--- src/rtl/acia_bridge_pkg.sv ---
package acia_bridge_pkg;

   // Offsets inside the decoded port window (behaviour depends on them)
   localparam int unsigned OFS_STATUS   = 0;
   localparam int unsigned OFS_DATA     = 1;
   localparam int unsigned OFS_PAGE     = 2;
   localparam int unsigned OFS_BOOT_OFF = 3;

   // Status bit positions
   localparam int unsigned ST_RX_READY = 0;
   localparam int unsigned ST_TX_EMPTY = 1;

   // Phases of a FIFO-routed read
   typedef enum logic [1:0] {
      RD_IDLE  = 2'd0,
      RD_STALL = 2'd1,
      RD_FETCH = 2'd2,
      RD_HOLD  = 2'd3
   } rd_phase_t;

endpackage

--- src/rtl/acia_flag_sync.sv ---
module acia_flag_sync #(
   parameter int unsigned WIDTH  = 2,
   parameter int unsigned STAGES = 0
) (
   input  logic             clk,
   input  logic             rst_n,
   input  logic [WIDTH-1:0] flag_in,
   output logic [WIDTH-1:0] flag_out
);

   generate
      if (WIDTH < 1) begin : g_bad_width
         $error("acia_flag_sync: WIDTH must be at least 1");
      end

      if (STAGES == 0) begin : g_pass
         assign flag_out = flag_in;
      end else begin : g_chain
         // reset value is all ones: an inactive-low flag means "not ready"
         logic [WIDTH-1:0] stage_q [STAGES];
         for (genvar s = 0; s < STAGES; s++) begin : g_stage
            always_ff @(posedge clk or negedge rst_n) begin
               if (!rst_n) begin
                  stage_q[s] <= '1;
               end else if (s == 0) begin
                  stage_q[s] <= flag_in;
               end else begin
                  stage_q[s] <= stage_q[s-1];
               end
            end
         end
         assign flag_out = stage_q[STAGES-1];
      end
   endgenerate

endmodule

--- src/rtl/acia_bus_decode.sv ---
module acia_bus_decode #(
   parameter int unsigned          ADDR_W    = 8,
   parameter int unsigned          WIN_BITS  = 3,
   parameter logic [ADDR_W-1:0]    WIN_A     = 8'h80,
   parameter logic [ADDR_W-1:0]    WIN_B     = 8'hA0,
   parameter bit                   MIRROR_EN = 1'b1
) (
   input  logic                clk,
   input  logic                rst_n,
   input  logic [ADDR_W-1:0]   addr,
   input  logic                iord_n,
   input  logic                iowr_n,
   input  logic                mreq_n,
   input  logic                rd_n,
   input  logic                wr_n,
   input  logic                m1_n,
   output logic                any_rd,
   output logic                io_rd,
   output logic                rd_start,
   output logic                wr_start,
   output logic                ack_start,
   output logic                mem_wr,
   output logic                win_hit,
   output logic [WIN_BITS-1:0] offset
);

   localparam int unsigned TAG_W = ADDR_W - WIN_BITS;

   generate
      if (WIN_BITS < 2) begin : g_bad_win
         $error("acia_bus_decode: window needs at least four offsets");
      end
      if (ADDR_W <= WIN_BITS) begin : g_bad_addr
         $error("acia_bus_decode: ADDR_W must exceed WIN_BITS");
      end
      if (WIN_A[WIN_BITS-1:0] != '0) begin : g_bad_base_a
         $error("acia_bus_decode: WIN_A not aligned to the window size");
      end
      if (MIRROR_EN && (WIN_B[WIN_BITS-1:0] != '0)) begin : g_bad_base_b
         $error("acia_bus_decode: WIN_B not aligned to the window size");
      end
   endgenerate

   logic [TAG_W-1:0] tag;
   logic             hit_a;
   logic             hit_b;

   assign tag    = addr[ADDR_W-1:WIN_BITS];
   assign offset = addr[WIN_BITS-1:0];
   assign hit_a  = (tag == WIN_A[ADDR_W-1:WIN_BITS]);

   generate
      if (MIRROR_EN) begin : g_mirror
         assign hit_b = (tag == WIN_B[ADDR_W-1:WIN_BITS]);
      end else begin : g_single
         assign hit_b = 1'b0;
      end
   endgenerate

   assign win_hit = hit_a | hit_b;

   logic mem_rd;
   logic io_wr;
   logic ack;

   assign io_rd  = ~iord_n & m1_n;
   assign mem_rd = ~mreq_n & ~rd_n;
   assign any_rd = io_rd | mem_rd;
   assign io_wr  = ~iowr_n;
   assign ack    = ~iord_n & ~m1_n;
   assign mem_wr = ~mreq_n & ~wr_n;

   logic rd_seen_q;
   logic wr_seen_q;
   logic ack_seen_q;

   always_ff @(posedge clk or negedge rst_n) begin
      if (!rst_n) begin
         rd_seen_q  <= 1'b0;
         wr_seen_q  <= 1'b0;
         ack_seen_q <= 1'b0;
      end else begin
         rd_seen_q  <= any_rd;
         wr_seen_q  <= io_wr;
         ack_seen_q <= ack;
      end
   end

   assign rd_start  = any_rd & ~rd_seen_q;
   assign wr_start  = io_wr & ~wr_seen_q;
   assign ack_start = ack & ~ack_seen_q;


   rd_start_single_chk: assert property (@(posedge clk) disable iff (!rst_n)
      rd_start |=> !rd_start);


   wr_start_single_chk: assert property (@(posedge clk) disable iff (!rst_n)
      wr_start |=> !wr_start);

endmodule

--- src/rtl/acia_rd_engine.sv ---
module acia_rd_engine
   import acia_bridge_pkg::*;
#(
   parameter int unsigned DATA_W = 8
) (
   input  logic              clk,
   input  logic              rst_n,
   input  logic              rd_start,
   input  logic              any_rd,
   input  logic              need_fifo,
   input  logic              rx_avail,
   input  logic [DATA_W-1:0] fifo_din,
   output logic              busy,
   output logic              hold,
   output logic [DATA_W-1:0] byte_q,
   output logic              fifo_rd_n,
   output logic              wait_n
);

   rd_phase_t phase_q;
   rd_phase_t phase_nx;

   always_comb begin
      phase_nx = phase_q;
      unique case (phase_q)
         RD_IDLE: begin
            if (rd_start && need_fifo) begin
               phase_nx = rx_avail ? RD_FETCH : RD_STALL;
            end
         end
         RD_STALL: begin
            if (!any_rd) begin
               phase_nx = RD_IDLE;
            end else if (rx_avail) begin
               phase_nx = RD_FETCH;
            end
         end
         RD_FETCH: phase_nx = RD_HOLD;
         RD_HOLD: begin
            if (!any_rd) begin
               phase_nx = RD_IDLE;
            end
         end
         default: phase_nx = RD_IDLE;
      endcase
   end

   always_ff @(posedge clk or negedge rst_n) begin
      if (!rst_n) begin
         phase_q <= RD_IDLE;
         byte_q  <= '0;
      end else begin
         phase_q <= phase_nx;
         if (phase_q == RD_FETCH) begin
            byte_q <= fifo_din;
         end
      end
   end

   assign busy      = (phase_q != RD_IDLE);
   assign hold      = (phase_q == RD_HOLD);
   assign fifo_rd_n = ~(phase_q == RD_FETCH);
   assign wait_n    = ~(((phase_q == RD_IDLE) && rd_start && need_fifo) ||
                        (phase_q == RD_STALL) || (phase_q == RD_FETCH));


   rd_pulse_one_chk: assert property (@(posedge clk) disable iff (!rst_n)
      !fifo_rd_n |=> fifo_rd_n);


   wait_release_chk: assert property (@(posedge clk) disable iff (!rst_n)
      ($rose(wait_n) && any_rd) |-> $past(!fifo_rd_n));


   hold_data_chk: assert property (@(posedge clk) disable iff (!rst_n)
      (hold && $past(hold)) |-> $stable(byte_q));

endmodule

--- src/rtl/acia_wr_ctl.sv ---
module acia_wr_ctl
   import acia_bridge_pkg::*;
#(
   parameter int unsigned DATA_W   = 8,
   parameter int unsigned WIN_BITS = 3
) (
   input  logic                clk,
   input  logic                rst_n,
   input  logic                wr_start,
   input  logic                rd_start,
   input  logic                io_rd,
   input  logic                ack_start,
   input  logic                win_hit,
   input  logic [WIN_BITS-1:0] offset,
   input  logic [DATA_W-1:0]   din,
   output logic                fifo_wr_n,
   output logic [DATA_W-1:0]   fifo_dout,
   output logic                page_we,
   output logic [DATA_W-1:0]   page_data,
   output logic                boot
);

   logic at_data;
   logic at_page;
   logic at_exit;
   logic boot_clear;

   assign at_data = win_hit && (offset == WIN_BITS'(OFS_DATA));
   assign at_page = win_hit && (offset == WIN_BITS'(OFS_PAGE));
   assign at_exit = win_hit && (offset == WIN_BITS'(OFS_BOOT_OFF));

   assign boot_clear = ack_start || (at_exit && (wr_start || (rd_start && io_rd)));

   logic tx_pulse_q;
   logic pg_pulse_q;

   always_ff @(posedge clk or negedge rst_n) begin
      if (!rst_n) begin
         tx_pulse_q <= 1'b0;
         pg_pulse_q <= 1'b0;
         fifo_dout  <= '0;
         page_data  <= '0;
         boot       <= 1'b1;
      end else begin
         tx_pulse_q <= wr_start && at_data;
         pg_pulse_q <= wr_start && at_page;
         if (wr_start && at_data) begin
            fifo_dout <= din;
         end
         if (wr_start && at_page) begin
            page_data <= din;
         end
         if (boot_clear) begin
            boot <= 1'b0;
         end
      end
   end

   assign fifo_wr_n = ~tx_pulse_q;
   assign page_we   = pg_pulse_q;


   wr_pulse_one_chk: assert property (@(posedge clk) disable iff (!rst_n)
      !fifo_wr_n |=> fifo_wr_n);


   page_pulse_one_chk: assert property (@(posedge clk) disable iff (!rst_n)
      page_we |=> !page_we);


   boot_sticky_chk: assert property (@(posedge clk) disable iff (!rst_n)
      !boot |=> !boot);

endmodule

--- src/rtl/fifo_acia_bridge.sv ---
module fifo_acia_bridge
   import acia_bridge_pkg::*;
#(
   parameter int unsigned       ADDR_W     = 8,
   parameter int unsigned       DATA_W     = 8,
   parameter int unsigned       WIN_BITS   = 3,
   parameter logic [ADDR_W-1:0] WIN_A      = 8'h80,
   parameter logic [ADDR_W-1:0] WIN_B      = 8'hA0,
   parameter bit                MIRROR_EN  = 1'b1,
   parameter int unsigned       FLAG_SYNC  = 0
) (
   input  logic              clk,
   input  logic              rst_n,
   input  logic [ADDR_W-1:0] cpu_addr,
   input  logic [DATA_W-1:0] cpu_din,
   input  logic              cpu_iord_n,
   input  logic              cpu_iowr_n,
   input  logic              cpu_mreq_n,
   input  logic              cpu_rd_n,
   input  logic              cpu_wr_n,
   input  logic              cpu_m1_n,
   output logic [DATA_W-1:0] cpu_dout,
   output logic              cpu_dout_oe,
   output logic              cpu_wait_n,
   input  logic [DATA_W-1:0] fifo_din,
   input  logic              fifo_rxf_n,
   input  logic              fifo_txe_n,
   output logic              fifo_rd_n,
   output logic              fifo_wr_n,
   output logic [DATA_W-1:0] fifo_dout,
   output logic              page_we,
   output logic [DATA_W-1:0] page_data
);

   localparam int unsigned PAD_W = DATA_W - 2;

   generate
      if (DATA_W < 3) begin : g_bad_data
         $error("fifo_acia_bridge: DATA_W too narrow for the status byte");
      end
   endgenerate

   // ---------------- flag conditioning ----------------
   logic [1:0] flags_s;

   acia_flag_sync #(
      .WIDTH  (2),
      .STAGES (FLAG_SYNC)
   ) i_flag_sync (
      .clk      (clk),
      .rst_n    (rst_n),
      .flag_in  ({fifo_txe_n, fifo_rxf_n}),
      .flag_out (flags_s)
   );

   logic rx_avail;
   logic tx_room;
   assign rx_avail = ~flags_s[0];
   assign tx_room  = ~flags_s[1];

   // ---------------- bus decode ----------------
   logic                any_rd;
   logic                io_rd;
   logic                rd_start;
   logic                wr_start;
   logic                ack_start;
   logic                mem_wr;
   logic                win_hit;
   logic [WIN_BITS-1:0] offset;

   acia_bus_decode #(
      .ADDR_W    (ADDR_W),
      .WIN_BITS  (WIN_BITS),
      .WIN_A     (WIN_A),
      .WIN_B     (WIN_B),
      .MIRROR_EN (MIRROR_EN)
   ) i_decode (
      .clk       (clk),
      .rst_n     (rst_n),
      .addr      (cpu_addr),
      .iord_n    (cpu_iord_n),
      .iowr_n    (cpu_iowr_n),
      .mreq_n    (cpu_mreq_n),
      .rd_n      (cpu_rd_n),
      .wr_n      (cpu_wr_n),
      .m1_n      (cpu_m1_n),
      .any_rd    (any_rd),
      .io_rd     (io_rd),
      .rd_start  (rd_start),
      .wr_start  (wr_start),
      .ack_start (ack_start),
      .mem_wr    (mem_wr),
      .win_hit   (win_hit),
      .offset    (offset)
   );

   // ---------------- write side and mode flag ----------------
   logic boot;

   acia_wr_ctl #(
      .DATA_W   (DATA_W),
      .WIN_BITS (WIN_BITS)
   ) i_wr_ctl (
      .clk       (clk),
      .rst_n     (rst_n),
      .wr_start  (wr_start),
      .rd_start  (rd_start),
      .io_rd     (io_rd),
      .ack_start (ack_start),
      .win_hit   (win_hit),
      .offset    (offset),
      .din       (cpu_din),
      .fifo_wr_n (fifo_wr_n),
      .fifo_dout (fifo_dout),
      .page_we   (page_we),
      .page_data (page_data),
      .boot      (boot)
   );

   // ---------------- read side ----------------
   logic              need_fifo;
   logic              rd_busy;
   logic              rd_hold;
   logic [DATA_W-1:0] rd_byte;

   assign need_fifo = boot || (io_rd && win_hit && (offset == WIN_BITS'(OFS_DATA)));

   acia_rd_engine #(
      .DATA_W (DATA_W)
   ) i_rd_engine (
      .clk       (clk),
      .rst_n     (rst_n),
      .rd_start  (rd_start),
      .any_rd    (any_rd),
      .need_fifo (need_fifo),
      .rx_avail  (rx_avail),
      .fifo_din  (fifo_din),
      .busy      (rd_busy),
      .hold      (rd_hold),
      .byte_q    (rd_byte),
      .fifo_rd_n (fifo_rd_n),
      .wait_n    (cpu_wait_n)
   );

   // ---------------- return path ----------------
   logic              status_rd;
   logic [DATA_W-1:0] status_byte;

   assign status_rd = io_rd && win_hit && !boot && !rd_busy &&
                      (offset == WIN_BITS'(OFS_STATUS));

   always_comb begin
      status_byte              = '0;
      status_byte[ST_RX_READY] = rx_avail;
      status_byte[ST_TX_EMPTY] = tx_room;
   end

   always_comb begin
      if (rd_hold) begin
         cpu_dout = rd_byte;
      end else if (status_rd) begin
         cpu_dout = status_byte;
      end else begin
         cpu_dout = '0;
      end
   end

   assign cpu_dout_oe = rd_hold || status_rd;


   status_pad_chk: assert property (@(posedge clk) disable iff (!rst_n)
      (cpu_dout_oe && !rd_hold) |-> (cpu_dout[DATA_W-1:2] == PAD_W'(0)));


   tx_from_io_chk: assert property (@(posedge clk) disable iff (!rst_n)
      !fifo_wr_n |-> $past(!cpu_iowr_n && !mem_wr));


   wait_in_read_chk: assert property (@(posedge clk) disable iff (!rst_n)
      !cpu_wait_n |-> any_rd);

endmodule

--- config.mk ---
export PLATFORM = sky130hd
export DESIGN_NAME = fifo_acia_bridge
export DESIGN_NICKNAME = d
export VERILOG_FILES = /design/src/rtl/acia_bridge_pkg.sv /design/src/rtl/acia_flag_sync.sv /design/src/rtl/acia_bus_decode.sv /design/src/rtl/acia_rd_engine.sv /design/src/rtl/acia_wr_ctl.sv /design/src/rtl/fifo_acia_bridge.sv
export SDC_FILE = /design/constraint.sdc
export NUM_CORES = 1
export LEC_CHECK = 0
export ABC_AREA = 0
export CELL_PAD_IN_SITES_DETAIL_PLACEMENT = 1
export CELL_PAD_IN_SITES_GLOBAL_PLACEMENT = 1
export CORE_UTILIZATION = 34
export CTS_BUF_LIST = sky130_fd_sc_hd__clkbuf_16
export CTS_CLUSTER_DIAMETER = 40
export DETAILED_ROUTE_END_ITERATION = 10
export MAX_ROUTING_LAYER = met4
export PLACE_DENSITY = 0.95
export SLEW_MARGIN = 5
export SYNTH_ARGS = -nofsm -noshare
export SYNTH_HDL_FRONTEND = slang
export SYNTH_SLANG_ARGS = --single-unit
--- constraint.sdc ---
create_clock -name clk -period 3.2 [get_ports clk]
set_clock_uncertainty 0.15 [all_clocks]
set_input_delay 0.32 -clock clk [delete_from_list [all_inputs] [get_ports clk]]
set_output_delay 0.32 -clock clk [all_outputs]
set_load 0.005 [all_outputs]
# Word-level counts from Yosys, hierarchy flattened
# Index checks and enable logic that the tools add are counted.
# word_totals
wordCells	77
in_bits	34
register_bits	32
# op_classes
n_eq_ne	11
n_reduce_logical	27
n_bitwise	21
muxes	8
# op_table
cell	n
$logic_and 1x1->1	15
$not 1->1	13
$mux 2	6
$eq 5x5->1 const B	2
$mux 8	1
$pmux 2 s4	1
$and 1x1->1	6
$eq 3x2->1 const B	2
$logic_or 1x1->1	6
$eq 2x2->1 const B	2
$eq 3x1->1 const B	1
$logic_not 3->1	1
$ne 3x3->1 const B	1
$reduce_and 3->1	1
$eq 2x1->1 const B	1
$logic_not 1->1	2
$logic_not 2->1	1
$ne 2x1->1 const B	1
$ne 2x2->1 const B	1
$or 1x1->1	2
$reduce_bool 2->1	1

# Logic depth before layout (Yosys ltp)
# logic_depth
ltp_word	9
ltp_mapped	5
mapped_depth_nobuf	4

# Modules after synthesis
# A second synthesis with hierarchy kept.
# hier_totals
cells_unflattened	111
area_unflattened_um2	1505.2
# modules_own_cells
mod	cells_per_inst	instances	seq_area_each_um2	area_per_inst_um2
acia_wr_ctl	45	1	476.7	749.5
acia_rd_engine	30	1	250.2	455.4
acia_bus_decode	17	1	75.1	155.1
fifo_acia_bridge	17	1	0.0	130.1
acia_flag_sync	2	1	0.0	15.0

# Worst setup path after synthesis
# OpenSTA, ideal clock, no wires.
# synth_path
kind	input port to flip-flop
from	in cpu_addr[6]
to	reg i_wr_ctl.page_data[0]
setup_slack_ns	1.435
path_buffers	1
required_time_ns	2.925
t_arrival_ns	1.490
cell_stages	5
cell_sequence	nor3b_2 > nand3_1 > or4_1 > buf_6 > mux2_4
# synth_between
elab_chain_cells	4
word_cells_on_any_way	5
# synth_lines
item	line_no	text
from (decl)	fifo_acia_bridge.sv:14	input logic [ADDR_W-1:0] cpu_addr,
$eq 5x5->1, on equally long branches	acia_bus_decode.sv:50, acia_bus_decode.sv:54	
$or 1x1->1 *	acia_bus_decode.sv:60	assign win_hit = hit_a | hit_b;
$logic_and 1x1->1 *	acia_wr_ctl.sv:29	assign at_page = win_hit && (offset == WIN_BITS'(OFS_PAGE));
$logic_and 1x1->1 *	acia_wr_ctl.sv:50	if (wr_start && at_page) begin
to (signal assigned)	acia_wr_ctl.sv:51	page_data <= din;
to (decl)	acia_wr_ctl.sv:19	output logic [DATA_W-1:0] page_data,
# Mark *: on every way between the ends. The rest lies on a longest branch, timed or not.
# A chain may end at the register's enable or synchronous reset.

# Worst setup path in the final report
# layout_path
from	in cpu_m1_n
to	out cpu_dout[1]
# layout_between
elab_chain_cells	7
# layout_lines
item	line_no	text
from (decl)	fifo_acia_bridge.sv:21	input logic cpu_m1_n,
$and 1x1->1	acia_bus_decode.sv:66	assign io_rd = ~iord_n & m1_n;
$logic_and 1x1->1 (4 in a row)	fifo_acia_bridge.sv:149	assign status_rd = io_rd && win_hit && !boot && !rd_busy &&
$mux 2	fifo_acia_bridge.sv:161	end else if (status_rd) begin
$mux 8	fifo_acia_bridge.sv:159	if (rd_hold) begin
to (decl)	fifo_acia_bridge.sv:22	output logic [DATA_W-1:0] cpu_dout,
# No other way between the ends.

==> summary.md <==
| Metric | Value |
|---|---|
| Global route overflow | `0` |
| WL final | `3857 µm` |
| Synth Area in Adders | `0%` |
| Post-synth cell types | `28` |
| Sw power | `0.0003173 W` |
| Worst setup path start | `cpu_m1_n` |
| CP arrival | `2.36 ns` |
| Area share of and/or/nand/nor cells after synthesis | `10.61%` |
| Largest net degree at the start of global routing | `33` |
| Post-Syn Area | `1391 µm²` |
| Logic pwr share | `20.0%` |
| Main combinational cell family by area after synthesis | `multiplexers` |
| Setup ws final | `0.3724 ns` |
| Seq/Total Area, Yosys | `57.64%` |
| Number of flops mapped to enable cells by yosys | `0` |
| VDD IR max | `295.9 µV` |
| Multi-input gate area | `531.8 µm²` |
| Post-Synthesis Cells | `106` |
| P_leak | `1.027 nW` |
| Post-cts gate resize count | `0` |
| Layout cells sized above 1 | `20.47%` |
| Filler cell count | `406` |
| Clock transition at path regs | `0.05 ns` |
| Synth Area in Compound Gates | `6.025%` |
| Final ANT Viol Nets | `0` |
| Reg area | `802.0 µm²` |
| Crit Path Max Fanout | `4` |
| # DRC | `0` |
| Flops & latches, synth | `32` |
| Vias in the first global route | `1273` |
| Dpl hpwl | `3052 µm` |
| IO Port Bufs | `60` |
| R2R setup slack | `1.36 ns` |
| Sequential share of power | `40.3%` |
| Starting Density | `36.63%` |
| # diodes | `0` |
| Via Count | `1071` |
| Commonest non-fill, non-tap cell in the layout | `clkdlybuf4s50_1` |
| CTS H-tree depth | `2` |
| Slew @ Worst Pin | `0.5502 ns` |
| Clock share of power | `39.7%` |
| Post-CTS Hold Buffers | `0` |
| GPL Wtd Cong | `0.7447` |
| Status | `finished, final reports clean` |
| Startpoint Class | `primary input` |
| Max layer used | `met4` |
| Final Cycle Share | `88.36%` |
| R2r startpoint | `i_decode.wr_seen_q` |
| PD cells | `604.4 nW/µm²` |
| FF-to-FF path depth | `2` |
| Fmax | `353.7 MHz` |
| Multiplexer share of the synthesized area | `21.58%` |
| Worst EP required | `2.73 ns` |
| Initial drt markers | `19` |
| Top FF cell, synth | `dfrtp_1` |
| Max-slew headroom | `63.32%` |
| Via/cell ratio | `4.890` |
| Syn Nets | `140` |
| Critical path type | `primary input to output pin` |
| Max Cap Viol | `0` |
| Clock buffer count from CTS | `5` |
| Yosys warns | `0` |
| WL met1 | `1398 µm` |
| Die area | `4352 µm²` |
| Post-CTS setup buffers | `0` |
| Final Hold Fails | `0` |
| CTS max path bufs | `2` |
| Initial antenna violation count | `0` |
| Mean Syn Cell Area | `13.13 µm²` |
| RSZ-0062 raised after global routing | `false` |
| Core Region | `3799 µm²` |
| First-pass GRT wire length | `6092 µm` |
| Hold WS | `0.3095 ns` |
| Std cell rows | `22` |
| Slew Limit Fails | `0` |
| Die Wd | `65.97 µm` |
| Drt wl/cell | `17.61 µm` |
| CTS root buffer | `clkbuf_16` |
| Reg-to-Reg End | `i_wr_ctl.page_data[1]` |
| Pre-CTS WS | `0.3337 ns` |
| Crit end category | `output pin` |
| # clock sinks | `32` |
| TritonCTS clock tree | `built` |
| HP Class | `primary input to asynchronous set/reset pin` |
| Clock latency on the worst-skew pair | `0.28 ns` |
| Fin nets | `204` |
| Minimum clock period | `2.828 ns` |
| Switching share of power | `23.86%` |
| Routed wl met3 | `151 µm` |
| Setup violations, final | `0` |
| I/O pins | `63` |
| Synth-to-Final Area Change | `58.09%` |
| P_int | `0.001012 W` |
| DR WL met2 | `2259 µm` |
| FFs w/ async S/R, synth | `100.0%` |
| DRT Pass-1 Iters | `4` |
| Total Neg Setup Slack | `0 ns` |
| Vert. Die Dim | `65.97 µm` |
| XOR/XNOR Fraction of Synth Area | `0%` |
| Gr usage total | `20.04%` |
| Most frequent cells in the layout | `60 x clkdlybuf4s50_1, 31 x dfrtp_1, 16 x mux2_2` |
==> registers in the layout (all words and copies together), names as in the netlist <==
register,cells
i_wr_ctl.boot,1
i_decode.rd_seen_q,1
i_rd_engine.phase_q,2
i_rd_engine.byte_q,8
i_wr_ctl.page_data,8
i_wr_ctl.page_we,1
i_wr_ctl.tx_pulse_q,1
i_wr_ctl.fifo_dout,8
i_decode.ack_seen_q,1
i_decode.wr_seen_q,1
==> power by group through the flow <==
stage / clock network [W] / logic, W / registers, W
after detailed placement: 0 / 0.000271 / 0.000545
final: 0.000528 / 0.000266 / 0.000536
after CTS: 0.000535 / 0.000272 / 0.000538
after global routing: 0.000553 / 0.000292 / 0.000549
after floorplan: 0 / 0.000155 / 0.000512
after global placement: 0 / 0.000253 / 0.000535
==> critical path, stage by stage <==
cell	delay, ns
clkdlybuf4s50_1	0.51
nor2b_1	0.29
nand2_1	0.11
o41a_1	0.35
a211oi_1	0.24
clkdlybuf4s50_1	0.54
==> per-layer routing <==
metal | vias to the layer above | track usage [%]
li1 | 495 | -
met1 | 538 | 19.13
met2 | 34 | 39.29
met3 | 4 | 3.793
met4 | 0 | 7.181
met5 | - | -
==> cell families (layout without fill, tap and decap cells) <==
kind of cell / count (synthesis) / count (layout)
mux: 24 / 24
flops: 32 / 32
compound gates: 11 / 11
simple gates: 26 / 26
buf+inv: 13 / 78
==> through the flow <==
stage / cell area [µm²] / instances / util [%] / total power [W]
floorplan: 1391 / 106 / - / 0.0006668
global placement: 2036 / 211 / 53.59 / 0.0007881
detailed placement: 2036 / 211 / 53.59 / 0.0008152
CTS: 2200 / 219 / 57.91 / 0.001346
global route: 2200 / 219 / 57.91 / 0.001393
finish: 2200 / 219 / 57.91 / 0.001329
==> how the worst max path moves through the flow <==
stage,endpoint,slack (ns),cells after the start
after floorplan,i_wr_ctl.page_data[0],1.44,5
after global placement,cpu_dout[0],0.48,6
after detailed placement,cpu_dout[1],0.33,6
after CTS,cpu_dout[1],0.33,6
after global routing,cpu_dout[1],0.19,6
final,cpu_dout[1],0.37,6
==> cells in the mapped netlist, types with 2 or more instances <==
cell      number  area [µm²]
nor2_1         8       30.03
nand2_1        2       7.510
clkbuf_1       2       7.510
dfrtp_1       31       775.7
a211oi_1       3       22.52
nor2b_1        2       12.51
and3_1         6       37.54
o21ai_0        2       10.01
inv_1          9       33.78
mux2_4         8       120.1
mux2_2        16       180.2
==> layout make-up <==
| cell class | count | area share (%) |
|---|---|---|
| clock buffer | 5 | 5.688 |
| timing repair buffer | 61 | 27.65 |
| sequential | 32 | 36.46 |
| tap | 48 | 2.730 |
| multi-input combinational | 61 | 24.18 |
| inverter | 9 | 1.536 |
| clock inverter | 3 | 1.763 |
Power figures use the tool's default switching activity.
